$ cat config.mk
export PLATFORM = sky130hd
export DESIGN_NAME = gfx_pkt_framer
export DESIGN_NICKNAME = d
export VERILOG_FILES = /design/src/rtl/gfx_pkt_pkg.sv /design/src/rtl/gfx_pkt_len_lut.sv /design/src/rtl/gfx_pkt_seq.sv /design/src/rtl/gfx_pkt_buf.sv /design/src/rtl/gfx_pkt_bypass.sv /design/src/rtl/gfx_pkt_framer.sv
export SDC_FILE = /design/constraint.sdc
export NUM_CORES = 1
export LEC_CHECK = 0
export BUFFER_PORTS_ARGS = -buffer_cell sky130_fd_sc_hd__buf_2
export CORE_AREA = 3 3 187 189
export DETAILED_ROUTE_END_ITERATION = 7
export DIE_AREA = 0 0 190 192
export PLACE_DENSITY = 0.81
export SKIP_CTS_REPAIR_TIMING = 1
export SLEW_MARGIN = 40
export SYNTH_ARGS = -nofsm -noshare
export SYNTH_HDL_FRONTEND = slang
export SYNTH_SLANG_ARGS = --single-unit
$ cat constraint.sdc
create_clock -name clk -period 3.98 [get_ports clk]
set_input_delay 0.199 -clock clk [delete_from_list [all_inputs] [get_ports clk]]
set_output_delay 0.199 -clock clk [all_outputs]
set_load 0.01 [all_outputs]
$ cat src/rtl/gfx_pkt_pkg.sv
package gfx_pkt_pkg;

   localparam int unsigned OPC_BITS  = 8;
   localparam int unsigned MAX_EXTRA = 11;
   localparam int unsigned EXTRA_W   = $clog2(MAX_EXTRA + 1);

   typedef logic [OPC_BITS-1:0] opc_t;
   typedef logic [EXTRA_W-1:0]  extra_t;

   // Parameter-word count per opcode. The 0x20..0x3F primitive range is
   // decoded by its group of four opcodes.
   function automatic extra_t extra_for(input opc_t op);
      extra_t n;
      n = '0;
      if (op[7:5] == 3'b001) begin
         unique case (op[4:2])
            3'd0: n = extra_t'(3);
            3'd1: n = extra_t'(6);
            3'd2: n = extra_t'(4);
            3'd3: n = extra_t'(8);
            3'd4: n = extra_t'(5);
            3'd5: n = extra_t'(8);
            3'd6: n = extra_t'(7);
            default: n = extra_t'(11);
         endcase
      end else if (op == 8'h80) begin
         n = extra_t'(3);
      end else if (op == 8'h02 || op == 8'hA0 || op == 8'hC0 || op[7:2] == 6'b010000) begin
         n = extra_t'(2);
      end
      return n;
   endfunction

endpackage

$ cat src/rtl/gfx_pkt_len_lut.sv
module gfx_pkt_len_lut
   import gfx_pkt_pkg::*;
#(
   parameter bit REG_FREE = 1'b1
) (
   input  opc_t   opcode,
   output extra_t extra
);

   generate
      if (REG_FREE) begin : g_decode
         assign extra = extra_for(opcode);
      end else begin : g_table
         extra_t tbl [2**OPC_BITS];
         always_comb begin
            for (int i = 0; i < 2**OPC_BITS; i++) begin
               tbl[i] = extra_for(opc_t'(i));
            end
         end
         assign extra = tbl[opcode];
      end
   endgenerate

   always_comb begin
      a_r4_extra_bound : assert (extra <= extra_t'(MAX_EXTRA))
         else $error("parameter count above maximum");
   end

endmodule

$ cat src/rtl/gfx_pkt_seq.sv
module gfx_pkt_seq
   import gfx_pkt_pkg::*;
#(
   parameter int unsigned BUF_WORDS = 12,
   localparam int unsigned IDX_W    = $clog2(BUF_WORDS),
   localparam int unsigned LEN_W    = $clog2(BUF_WORDS + 1)
) (
   input  logic             clk,
   input  logic             rst_n,
   input  logic             word_acc,
   input  logic             abort_i,
   input  logic             disp_ready,
   input  extra_t           hdr_extra,
   output logic             hdr_phase,
   output logic [IDX_W-1:0] wr_idx,
   output logic             disp_valid,
   output logic [LEN_W-1:0] disp_len
);

   extra_t           rem_q;
   logic [IDX_W-1:0] idx_q;
   logic [LEN_W-1:0] total_q;
   logic [LEN_W-1:0] len_q;
   logic             dv_q;
   logic             pkt_done;
   logic [LEN_W-1:0] hdr_total;

   assign hdr_phase = (rem_q == '0);
   assign wr_idx    = hdr_phase ? '0 : idx_q;
   assign hdr_total = LEN_W'(hdr_extra) + LEN_W'(1);
   assign pkt_done  = word_acc && (hdr_phase ? (hdr_extra == '0) : (rem_q == extra_t'(1)));

   always_ff @(posedge clk or negedge rst_n) begin
      if (!rst_n) begin
         rem_q   <= '0;
         idx_q   <= '0;
         total_q <= '0;
      end else if (abort_i) begin
         rem_q   <= '0;
         idx_q   <= '0;
      end else if (word_acc) begin
         if (hdr_phase) begin
            rem_q   <= hdr_extra;
            idx_q   <= IDX_W'(1);
            total_q <= hdr_total;
         end else begin
            rem_q   <= rem_q - extra_t'(1);
            idx_q   <= idx_q + IDX_W'(1);
         end
      end
   end

   always_ff @(posedge clk or negedge rst_n) begin
      if (!rst_n) begin
         dv_q  <= 1'b0;
         len_q <= '0;
      end else if (pkt_done) begin
         dv_q  <= 1'b1;
         len_q <= hdr_phase ? hdr_total : total_q;
      end else if (disp_ready) begin
         dv_q  <= 1'b0;
      end
   end

   assign disp_valid = dv_q;
   assign disp_len   = len_q;

   a_r8_abort_clears : assert property (@(posedge clk) disable iff (!rst_n)
      abort_i |=> (rem_q == '0))
      else $error("abort left a partial packet");

   a_r6_rem_bound : assert property (@(posedge clk) disable iff (!rst_n)
      rem_q <= extra_t'(MAX_EXTRA))
      else $error("remaining count out of range");

   a_r7_hold : assert property (@(posedge clk) disable iff (!rst_n)
      (dv_q && !disp_ready) |=> (dv_q && $stable(len_q)))
      else $error("dispatch dropped while stalled");

   a_r5_len_range : assert property (@(posedge clk) disable iff (!rst_n)
      dv_q |-> (len_q >= LEN_W'(1) && len_q <= LEN_W'(BUF_WORDS)))
      else $error("dispatch length out of range");

endmodule

$ cat src/rtl/gfx_pkt_buf.sv
module gfx_pkt_buf #(
   parameter int unsigned DATA_W       = 32,
   parameter int unsigned BUF_WORDS    = 12,
   parameter bit          CLEAR_UNUSED = 1'b1,
   localparam int unsigned IDX_W       = $clog2(BUF_WORDS)
) (
   input  logic                        clk,
   input  logic                        rst_n,
   input  logic                        wr_en,
   input  logic                        hdr_wr,
   input  logic [IDX_W-1:0]            wr_idx,
   input  logic [DATA_W-1:0]           wr_data,
   output logic [BUF_WORDS*DATA_W-1:0] words
);

   generate
      for (genvar g = 0; g < BUF_WORDS; g++) begin : g_slot
         logic [DATA_W-1:0] slot_q;
         logic              hit;
         assign hit = wr_en && (wr_idx == IDX_W'(g));

         if (CLEAR_UNUSED && g != 0) begin : g_clr
            always_ff @(posedge clk or negedge rst_n) begin
               if (!rst_n)                slot_q <= '0;
               else if (hit)              slot_q <= wr_data;
               else if (wr_en && hdr_wr)  slot_q <= '0;
            end
         end else begin : g_keep
            always_ff @(posedge clk or negedge rst_n) begin
               if (!rst_n)   slot_q <= '0;
               else if (hit) slot_q <= wr_data;
            end
         end

         assign words[g*DATA_W +: DATA_W] = slot_q;
      end
   endgenerate

   a_r5_hdr_slot0 : assert property (@(posedge clk) disable iff (!rst_n)
      (wr_en && hdr_wr) |-> (wr_idx == '0))
      else $error("header written outside slot 0");

endmodule

$ cat src/rtl/gfx_pkt_bypass.sv
module gfx_pkt_bypass #(
   parameter int unsigned DATA_W = 32
) (
   input  logic              bypass_i,
   input  logic              in_valid,
   input  logic [DATA_W-1:0] in_data,
   output logic              pass_valid,
   output logic [DATA_W-1:0] pass_data,
   output logic              cmd_valid
);

   assign pass_valid = in_valid && bypass_i;
   assign pass_data  = in_data;
   assign cmd_valid  = in_valid && !bypass_i;

endmodule

$ cat src/rtl/gfx_pkt_framer.sv
module gfx_pkt_framer
   import gfx_pkt_pkg::*;
#(
   parameter int unsigned DATA_W       = 32,
   parameter int unsigned BUF_WORDS    = 12,
   parameter bit          CLEAR_UNUSED = 1'b1,
   parameter bit          DECODE_LEN   = 1'b1,
   localparam int unsigned IDX_W       = $clog2(BUF_WORDS),
   localparam int unsigned LEN_W       = $clog2(BUF_WORDS + 1)
) (
   input  logic                        clk,
   input  logic                        rst_n,
   input  logic                        in_valid,
   input  logic [DATA_W-1:0]           in_data,
   output logic                        in_ready,
   input  logic                        bypass_i,
   input  logic                        abort_i,
   output logic                        pass_valid,
   output logic [DATA_W-1:0]           pass_data,
   input  logic                        disp_ready,
   output logic                        disp_valid,
   output logic [OPC_BITS-1:0]         disp_opcode,
   output logic [LEN_W-1:0]            disp_len,
   output logic [BUF_WORDS*DATA_W-1:0] disp_words
);

   generate
      if (BUF_WORDS < MAX_EXTRA + 1) begin : g_chk_depth
         $error("BUF_WORDS must hold the longest packet");
      end
      if (DATA_W < OPC_BITS) begin : g_chk_width
         $error("DATA_W must hold the opcode field");
      end
   endgenerate

   logic             cmd_valid;
   logic             word_acc;
   logic             hdr_phase;
   logic [IDX_W-1:0] wr_idx;
   extra_t           hdr_extra;
   logic             cmd_room;

   gfx_pkt_bypass #(.DATA_W(DATA_W)) u_bypass (
      .bypass_i  (bypass_i),
      .in_valid  (in_valid),
      .in_data   (in_data),
      .pass_valid(pass_valid),
      .pass_data (pass_data),
      .cmd_valid (cmd_valid)
   );

   gfx_pkt_len_lut #(.REG_FREE(DECODE_LEN)) u_lut (
      .opcode(in_data[DATA_W-1 -: OPC_BITS]),
      .extra (hdr_extra)
   );

   assign cmd_room = !abort_i && (!disp_valid || disp_ready);
   assign in_ready = bypass_i || cmd_room;
   assign word_acc = cmd_valid && cmd_room;

   gfx_pkt_seq #(.BUF_WORDS(BUF_WORDS)) u_seq (
      .clk       (clk),
      .rst_n     (rst_n),
      .word_acc  (word_acc),
      .abort_i   (abort_i),
      .disp_ready(disp_ready),
      .hdr_extra (hdr_extra),
      .hdr_phase (hdr_phase),
      .wr_idx    (wr_idx),
      .disp_valid(disp_valid),
      .disp_len  (disp_len)
   );

   gfx_pkt_buf #(
      .DATA_W      (DATA_W),
      .BUF_WORDS   (BUF_WORDS),
      .CLEAR_UNUSED(CLEAR_UNUSED)
   ) u_buf (
      .clk    (clk),
      .rst_n  (rst_n),
      .wr_en  (word_acc),
      .hdr_wr (hdr_phase),
      .wr_idx (wr_idx),
      .wr_data(in_data),
      .words  (disp_words)
   );

   assign disp_opcode = disp_words[DATA_W-1 -: OPC_BITS];

   a_r7_stall_blocks : assert property (@(posedge clk) disable iff (!rst_n)
      (disp_valid && !disp_ready && !bypass_i) |-> !in_ready)
      else $error("input accepted while dispatch stalled");

   a_r7_words_stable : assert property (@(posedge clk) disable iff (!rst_n)
      (disp_valid && !disp_ready) |=> $stable(disp_words))
      else $error("dispatch words changed while stalled");

   a_r9_pass_ready : assert property (@(posedge clk) disable iff (!rst_n)
      bypass_i |-> (in_ready && pass_valid == in_valid))
      else $error("bypass word not passed");

   a_r9_no_dispatch : assert property (@(posedge clk) disable iff (!rst_n)
      (bypass_i && !disp_valid) |=> !disp_valid)
      else $error("bypass word completed a packet");

endmodule

==> results.sh, run 1 <==
export IMPL_detailroute_wirelength_met3_um=4042
export IMPL_clock_path_buffers=3
export IMPL_path_cells="inv_1 -> ha_1 -> or3b_1 -> nand4_4 -> nor3_4 -> buf_4 -> o21ai_0"
export IMPL_hold_slack_ps=87.44
export IMPL_total_track_usage_pct=27.34
export IMPL_die_area_mm2=0.03648
export IMPL_ys_ff_latch=401
export IMPL_drv_cap=0
export IMPL_synth_top_area_share_pct=60.26
export IMPL_via_per_inst=5.343
export IMPL_grt_max_degree=148
export IMPL_async_reset_ff_share_pct=100.0
export IMPL_reg2reg_slack_ps=1010
export IMPL_finalCriticalPeriod_ps=2972
export IMPL_worst_path_bufs_invs=2
export IMPL_yosys_cell_types_count=51
export IMPL_worst_endpoint_arrival_ps=3340
export IMPL_rsz0062_at_grt="no"
export IMPL_critical_path_peak_fanout=64
export IMPL_design_power_total_w=0.009004
export IMPL_final_hold_viol_count=0
export IMPL_antenna_diode_count=0
export IMPL_clock_skew_final_ps=16.00
export IMPL_fmax_ghz=0.3365
export IMPL_netlist_instances=1801
export IMPL_timing_hold_worst_class="primary input to flop"
export IMPL_netlist_top_cells_count="719 x sky130_fd_sc_hd__nand2_1, 401 x sky130_fd_sc_hd__dfrtp_1, 349 x sky130_fd_sc_hd__o21ai_0"
export IMPL_yosys_area_top_type="sky130_fd_sc_hd__dfrtp_1"
export IMPL_vias_in_the_first_global_route=13310
export IMPL_overflow=0
export IMPL_worst_setup_hold_path_clk_slew_ps=60
export IMPL_worst_slew_pin_slew_ps=763.3
export IMPL_final_layout_size_suffix_gt1_share_pct=27.75
export IMPL_m1WireLength_um=20810
export IMPL_dieWidth_um=190
export IMPL_dpl_cell_area_mm2=0.01887
export IMPL_gp_congestion=0.8586
export IMPL_number_of_enable_flip_flop_cells_after_synthesis=0
export IMPL_setup_total_negative_slack_ps=0
export IMPL_top_layer_used="met4"
export IMPL_number_of_buffers_inserted_during_clock_tree_synthesis=41
export IMPL_drt_first_pass_iters=6
export IMPL_finalCritPeriodShare_pct=74.66
export IMPL_synth_cell_area_mm2=0.01665
export IMPL_total_leakage_power_nw=10.25
export IMPL_rows=67
export IMPL_syn_nets=1846
export IMPL_start_kind="flop"
export IMPL_clock_root_buffer="sky130_fd_sc_hd__clkbuf_16"
export IMPL_synthMostInstantiatedCell="sky130_fd_sc_hd__nand2_1"
export IMPL_met2_length_um=23980
export IMPL_synthToLayoutAreaGrowth_pct=21.68
export IMPL_place_detailed_hpwl_um=33610
export IMPL_synth_top_flop_cell="sky130_fd_sc_hd__dfrtp_1"
export IMPL_wl_per_cell_um=19.50
export IMPL_power_per_cell_area_mw_per_mm2=444.3
export IMPL_clock_sinks=401
export IMPL_max_slew_margin_pct=49.11
export IMPL_outcome="completed"
export IMPL_total_number_of_vias=13970
export IMPL_setup_violations=0
export IMPL_fin_nets=2185
export IMPL_crit_path_max_incr_delay_ps=520
export IMPL_critical_path_class="flop to flop"
export IMPL_critPathSlowestCell="sky130_fd_sc_hd__or3b_1"
export IMPL_proportion_of_synthesized_chip_area_in_sequential_cells_pct=60.26
export IMPL_count_of_h_tree_levels_built_during_cts=2
export IMPL_yosys_warnings=0
export IMPL_cp_required_ps=4350
export IMPL_dr_iter_0_viols=1342
export IMPL_critical_path_top_delay_family="simple AND/OR/NAND/NOR gates"
export IMPL_port_buffers=468
export IMPL_num_io_pins=469
export IMPL_final_critical_path_setup_slack_ps=1008
export IMPL_route_final_wire_length_um=50960
export IMPL_synth_top_cells_by_area="sky130_fd_sc_hd__dfrtp_1 60%, sky130_fd_sc_hd__nand2_1 16%, sky130_fd_sc_hd__o21ai_0 10%, sky130_fd_sc_hd__clkbuf_1 2.6%, sky130_fd_sc_hd__mux2_2 2.4%"
export IMPL_cts_tree="yes"
export IMPL_slew_violations=0
export IMPL_floorplan_die_height_um=192
export IMPL_initial_utilization_pct=49.79
export IMPL_antenna_violating_nets_post_route=0
export IMPL_fp_coreArea_mm2=0.03345
export IMPL_drc_errors=0
export IMPL_clock_insertion_delay_worst_skew_ps=520
export IMPL_critPathCaptureType="flop"
export IMPL_ir_worst_vdd_mv=0.3085
export IMPL_post_synth_cell_area_avg_um2=9.247
export IMPL_preCtsSetupSlack_ps=1001
export IMPL_grt_pass1_wl_um=77840
export IMPL_grt_antenna_before_repair=0
export IMPL_postLayoutCellArea_mm2=0.02026
## layer usage
layer | track usage, % | vias to the layer above
li1 | - | 6439
met1 | 37.90 | 6725
met2 | 43.55 | 681
met3 | 4.344 | 122
met4 | 10.80 | 0
met5 | 0 | -
## cells by family after synthesis
| group | Yosys count | synth area share [%] |
|---|---|---|
| AOI/OAI and AO/OA | 387 | 12.04 |
| xor gates and xnor gates | 2 | 0.1052 |
| adders and majority gates | 7 | 0.5259 |
| buffers and inverters | 204 | 5.905 |
| DFF | 401 | 60.26 |
| muxes | 37 | 2.502 |
| and+or+nand+nor | 763 | 18.67 |
## final timing paths
path,depth (start not counted),from,end
worst max-delay path,7,u_seq.rem_q[0],u_buf.g_slot[9].slot_q[9]
worst min-delay path,3,in_data[5],u_buf.g_slot[8].slot_q[5]
worst max register to register,7,u_seq.rem_q[0],u_buf.g_slot[9].slot_q[9]
worst min register to register,1,u_buf.g_slot[0].slot_q[6],u_buf.g_slot[0].slot_q[6]
max in group asynchronous,3,rst_n,u_buf.g_slot[1].slot_q[21]
min in group asynchronous,2,rst_n,u_buf.g_slot[3].slot_q[5]
## cell usage in the layout, fill, tap and decap left out, types with 3 or more instances in the layout
cell type,synthesis,final
sky130_fd_sc_hd__nor4_4,5,5
sky130_fd_sc_hd__nand3_1,3,3
sky130_fd_sc_hd__buf_12,1,5
sky130_fd_sc_hd__o21ai_0,349,349
sky130_fd_sc_hd__clkbuf_1,117,9
sky130_fd_sc_hd__nand2_1,719,719
sky130_fd_sc_hd__clkbuf_8,0,11
sky130_fd_sc_hd__buf_2,35,467
sky130_fd_sc_hd__o21ai_1,16,16
sky130_fd_sc_hd__nor2_1,7,7
sky130_fd_sc_hd__mux2_2,35,35
sky130_fd_sc_hd__nor3_4,5,6
sky130_fd_sc_hd__bufinv_16,0,3
sky130_fd_sc_hd__inv_1,9,9
sky130_fd_sc_hd__clkbuf_16,0,43
sky130_fd_sc_hd__buf_4,40,14
sky130_fd_sc_hd__nor2b_1,3,3
sky130_fd_sc_hd__a21oi_1,3,3
sky130_fd_sc_hd__nand2b_1,7,7
sky130_fd_sc_hd__dfrtp_1,401,401
sky130_fd_sc_hd__ha_1,7,7
## stage by stage
stage	cells	utilization, %
after floorplan	1801	-
after global placement	2542	56.33
after detailed placement	2543	56.43
after CTS	2612	60.52
after global routing	2614	60.58
final	2614	60.58
## sequential cells by signal, indices dropped and copies added (netlist names)
| register | cells |
|---|---|
| u_buf.g_slot.slot_q | 384 |
| u_seq.disp_len | 4 |
| u_seq.disp_valid | 1 |
| u_seq.idx_q | 4 |
| u_seq.rem_q | 4 |
| u_seq.total_q | 4 |
## power by group
part	total, W	internal, W	switching (W)
Clock	0.00391	0.00236	0.00154
Combinational	0.000794	0.000258	0.000537
Sequential	0.00430	0.00421	0.0000863
## cell type report
cell class              count  area (um^2)
clock buffers              63         1261
clock inverters             6        108.9
fillers                  2739        13180
inverters                   9        33.78
multi-input cells        1196         5649
flip-flops and latches    401        10030
well taps                 448        560.5
repair buffers            491         2616
## worst min-delay path: cells and delay by family
| kind | cells | cell delay [ps] |
|---|---|---|
| AOI/OAI and AO/OA | 1 | 70 |
| buffers and inverters | 1 | 210 |
| and+or+nand+nor | 1 | 90 |
No activity file was read; power rests on OpenSTA's default activity.
==> inputs of run 2 (changes only) <==
--- a/config.mk
+++ b/config.mk
@@ -5,10 +5,11 @@
 export SDC_FILE = /design/constraint.sdc
 export NUM_CORES = 1
 export LEC_CHECK = 0
+export ABC_AREA = 1
 export BUFFER_PORTS_ARGS = -buffer_cell sky130_fd_sc_hd__buf_2
-export CORE_AREA = 3 3 187 189
+export CORE_AREA = 3 3 190 192
 export DETAILED_ROUTE_END_ITERATION = 7
-export DIE_AREA = 0 0 190 192
+export DIE_AREA = 0 0 193 195
 export PLACE_DENSITY = 0.81
 export SKIP_CTS_REPAIR_TIMING = 1
 export SLEW_MARGIN = 40
==> constraint.sdc (replaced) <==
create_clock -name clk -period 2.7 [get_ports clk]
set_input_delay 0.135 -clock clk [delete_from_list [all_inputs] [get_ports clk]]
set_output_delay 0.135 -clock clk [all_outputs]
set_load 0.01 [all_outputs]
==> run 2 against run 1 <==
Global-route usage increased by 0.73 points; sequential cell count unchanged; clock skew decreased by 4.3 ps; non-clock buffer count increased by 52; synthesized cell count decreased by 7.4%; sequential share of layout area decreased by 0.37 points; wire length increased by 7.5%; critical path depth increased by 1; critical endpoint is now u_buf.g_slot[4].slot_q[8]; largest cell class unchanged.
==> results.sh, run 2 <==
export IMPL_critPathSlowestCell="sky130_fd_sc_hd__nand3_2"
export IMPL_fp_coreArea_mm2=0.03454
export IMPL_via_per_inst=5.446
export IMPL_top_register="u_buf.g_slot.slot_q"
export IMPL_route_final_wire_length_um=54760
export IMPL_rsz0062_at_grt="no"
export IMPL_hold_slack_ps=20.01
export IMPL_critical_path_class="flop to flop"
export IMPL_fin_cells=2591
export IMPL_setup_worst_path_start="u_seq.rem_q[0]"
export IMPL_yosys_area_top_type="sky130_fd_sc_hd__dfrtp_1"
export IMPL_worst_setup_hold_path_clk_slew_ps=60
export IMPL_setup_violations=0
export IMPL_worst_path_bufs_invs=2
export IMPL_fmax_ghz=0.4257
export IMPL_clock_sinks=401
export IMPL_grt_antenna_before_repair=1
export IMPL_rows=68
export IMPL_total_track_usage_pct=28.07
export IMPL_outcome="completed"
export IMPL_groute_layer_met2_usage_pct=45.11
export IMPL_synth_top_cells_by_area="sky130_fd_sc_hd__dfrtp_1 62%, sky130_fd_sc_hd__nand3_1 6.5%, sky130_fd_sc_hd__o21ai_0 6.3%, sky130_fd_sc_hd__o21ai_1 6.0%, sky130_fd_sc_hd__nand2_1 5.6%"
export IMPL_finalCritPeriodShare_pct=87.00
export IMPL_layout_cells_most_common="sky130_fd_sc_hd__buf_2"
export IMPL_final_layout_size_suffix_gt1_share_pct=28.38
export IMPL_path_cells="inv_1 -> ha_1 -> nand2_4 -> o21ai_1 -> nand3_2 -> buf_12 -> nand3_1 -> o21ai_0"
export IMPL_crit_path_max_incr_delay_ps=480
export IMPL_die_area_mm2=0.03764
export IMPL_number_of_buffers_inserted_during_clock_tree_synthesis=41
export IMPL_cp_required_ps=3090
export IMPL_max_slew_margin_pct=51.77
export IMPL_dpl_cell_area_mm2=0.01881
export IMPL_syn_nets=1713
export IMPL_grt_pass1_wl_um=81550
export IMPL_grt_max_degree=89
export IMPL_netlist_instances=1668
export IMPL_synth_top_area_share_pct=61.97
export IMPL_num_io_pins=469
export IMPL_global_route_usage_met3_pct=6.571
export IMPL_count_of_h_tree_levels_built_during_cts=2
export IMPL_critPathCaptureType="flop"
export IMPL_fin_nets=2155
export IMPL_post_synth_cell_area_avg_um2=9.708
export IMPL_drt_first_pass_iters=5
export IMPL_synth_cell_area_mm2=0.01619
export IMPL_dr_iter_0_viols=1183
export IMPL_worst_slew_pin_slew_ps=722.7
export IMPL_wl_per_cell_um=21.14
export IMPL_async_reset_ff_share_pct=100.0
export IMPL_synth_top_flop_cell="sky130_fd_sc_hd__dfrtp_1"
export IMPL_antenna_violating_nets_post_route=0
export IMPL_dieWidth_um=193
export IMPL_timing_hold_worst_class="primary input to flop"
export IMPL_met1_layer_usage_reported_by_global_route_pct=37.23
export IMPL_postLayoutCellArea_mm2=0.02042
export IMPL_clock_path_buffers=3
export IMPL_number_of_enable_flip_flop_cells_after_synthesis=0
export IMPL_vias_in_the_first_global_route=13830
export IMPL_gp_congestion=0.8943
export IMPL_largest_reg_flops=384
export IMPL_timing_hold_worst_start="in_data[21]"
export IMPL_clock_insertion_delay_worst_skew_ps=540
export IMPL_synthMostInstantiatedCell="sky130_fd_sc_hd__dfrtp_1"
export IMPL_yosys_cell_types_count=32
export IMPL_ir_worst_vdd_mv=0.4241
export IMPL_yosys_warnings=0
export IMPL_preCtsSetupSlack_ps=412.3
export IMPL_critical_path_peak_fanout=40
export IMPL_slew_violations=0
export IMPL_place_detailed_hpwl_um=36590
export IMPL_clock_skew_final_ps=11.69
export IMPL_overflow=0
export IMPL_synthToLayoutAreaGrowth_pct=26.09
export IMPL_start_kind="flop"
export IMPL_worst_endpoint_arrival_ps=2740
export IMPL_drv_cap=0
export IMPL_proportion_of_synthesized_chip_area_in_sequential_cells_pct=61.97
export IMPL_final_hold_viol_count=0
export IMPL_dp_cells=2490
export IMPL_netlist_top_cells_count="401 x sky130_fd_sc_hd__dfrtp_1, 240 x sky130_fd_sc_hd__nand2_1, 214 x sky130_fd_sc_hd__inv_1"
export IMPL_crit_reg2reg_launch="u_seq.rem_q[0]"
export IMPL_drc_errors=0
export IMPL_total_number_of_vias=14110
export IMPL_total_leakage_power_nw=10.73
export IMPL_power_per_cell_area_mw_per_mm2=656.0
export IMPL_floorplan_die_height_um=195
export IMPL_mostFrequentLayoutCells="467 x sky130_fd_sc_hd__buf_2, 401 x sky130_fd_sc_hd__dfrtp_1, 240 x sky130_fd_sc_hd__nand2_1, 214 x sky130_fd_sc_hd__inv_1, 211 x sky130_fd_sc_hd__nand3_1"
export IMPL_cts_tree="yes"
export IMPL_critical_path_top_delay_family="simple AND/OR/NAND/NOR gates"
export IMPL_setup_total_negative_slack_ps=0
export IMPL_final_critical_path_setup_slack_ps=350.9
export IMPL_ys_ff_latch=401
export IMPL_clock_root_buffer="sky130_fd_sc_hd__clkbuf_16"
export IMPL_global_route_peak_usage_layer="met2"
export IMPL_initial_utilization_pct=46.88
export IMPL_port_buffers=468
export IMPL_finalCriticalPeriod_ps=2349
==> run 2: changes by cell type in the layout (fill, tap and decap cells not counted), sizes merged, moves of 6 or more <==
| cell | change |
|---|---|
| o21ai | +39 |
| mux2 | -37 |
| nand3 | +218 |
| inv | +212 |
| clkbuf | -6 |
| nor2 | +7 |
| buf | +22 |
| nand2 | -478 |
| dlygate4sd3 | +30 |
| nand2b | -7 |
==> run 2: per-stage QoR <==
step / power [W] / util, %
2_1_floorplan: 0.007241 / -
3_3_place_gp: 0.007895 / 54.39
3_5_place_dp: 0.007943 / 54.47
4_1_cts: 0.01342 / 58.17
5_1_grt: 0.01385 / 59.10
6_report: 0.01339 / 59.11
==> run 2: power by group <==
part	switching (W)	total [W]	internal (W)
registers	0.000170	0.00644	0.00627
clock network	0.00230	0.00549	0.00319
logic	0.000998	0.00146	0.000465
total	0.00347	0.0134	0.00993
==> run 2: cell type report <==
cell class / count / area (um^2)
Clock inverter: 11 / 113.9
Antenna cell: 1 / 2.502
Clock buffer: 57 / 1166
Sequential cell: 401 / 10030
Tap cell: 455 / 569.3
Fill cell: 2831 / 14130
Timing Repair Buffer: 543 / 3216
Inverter: 221 / 837.1
Multi-Input combinational cell: 902 / 4478
==> run 2: final timing paths <==
path | to | slack [ps] | cells past startpoint
worst max-delay path | u_buf.g_slot[4].slot_q[8] | 350 | 8
worst min register to register | u_buf.g_slot[0].slot_q[12] | 480 | 2
min in group asynchronous | u_buf.g_slot[3].slot_q[16] | 90 | 2
worst min-delay path | u_buf.g_slot[9].slot_q[21] | 20 | 3
max in group asynchronous | u_buf.g_slot[11].slot_q[28] | 1660 | 4
worst max register to register | u_buf.g_slot[4].slot_q[8] | 350 | 8
==> run 2: logic make-up (layout without fill, tap and decap cells) <==
family / after synthesis / after routing / share of synthesized area [%]
AO/OA/AOI/OAI: 412 / 412 / 13.10
other: 0 / 1 / 0
adder cells (fa/ha/maj): 7 / 7 / 0.5408
flip-flops: 401 / 401 / 61.97
XOR/XNOR: 2 / 2 / 0.1082
buffers and inverters: 365 / 832 / 10.46
AND/OR/NAND/NOR: 481 / 481 / 13.82
==> run 2: layer usage <==
layer | routed length, um | vias to the layer above | part of all wire (%)
li1 | - | 6285 | -
met1 | 21550 | 6837 | 39
met2 | 25490 | 830 | 47
met3 | 5414 | 159 | 9.9
met4 | 2309 | 0 | 4.2
met5 | 0 | - | 0
==> run 2: worst reg2reg max path, delay by kind of cell, from the launching register on <==
kind | cells | cell delay [ps]
adders and majority gates | 1 | 230
buffers and inverters | 2 | 520
and+or+nand+nor | 3 | 740
DFF | 1 | 380
AOI/OAI and AO/OA | 2 | 340
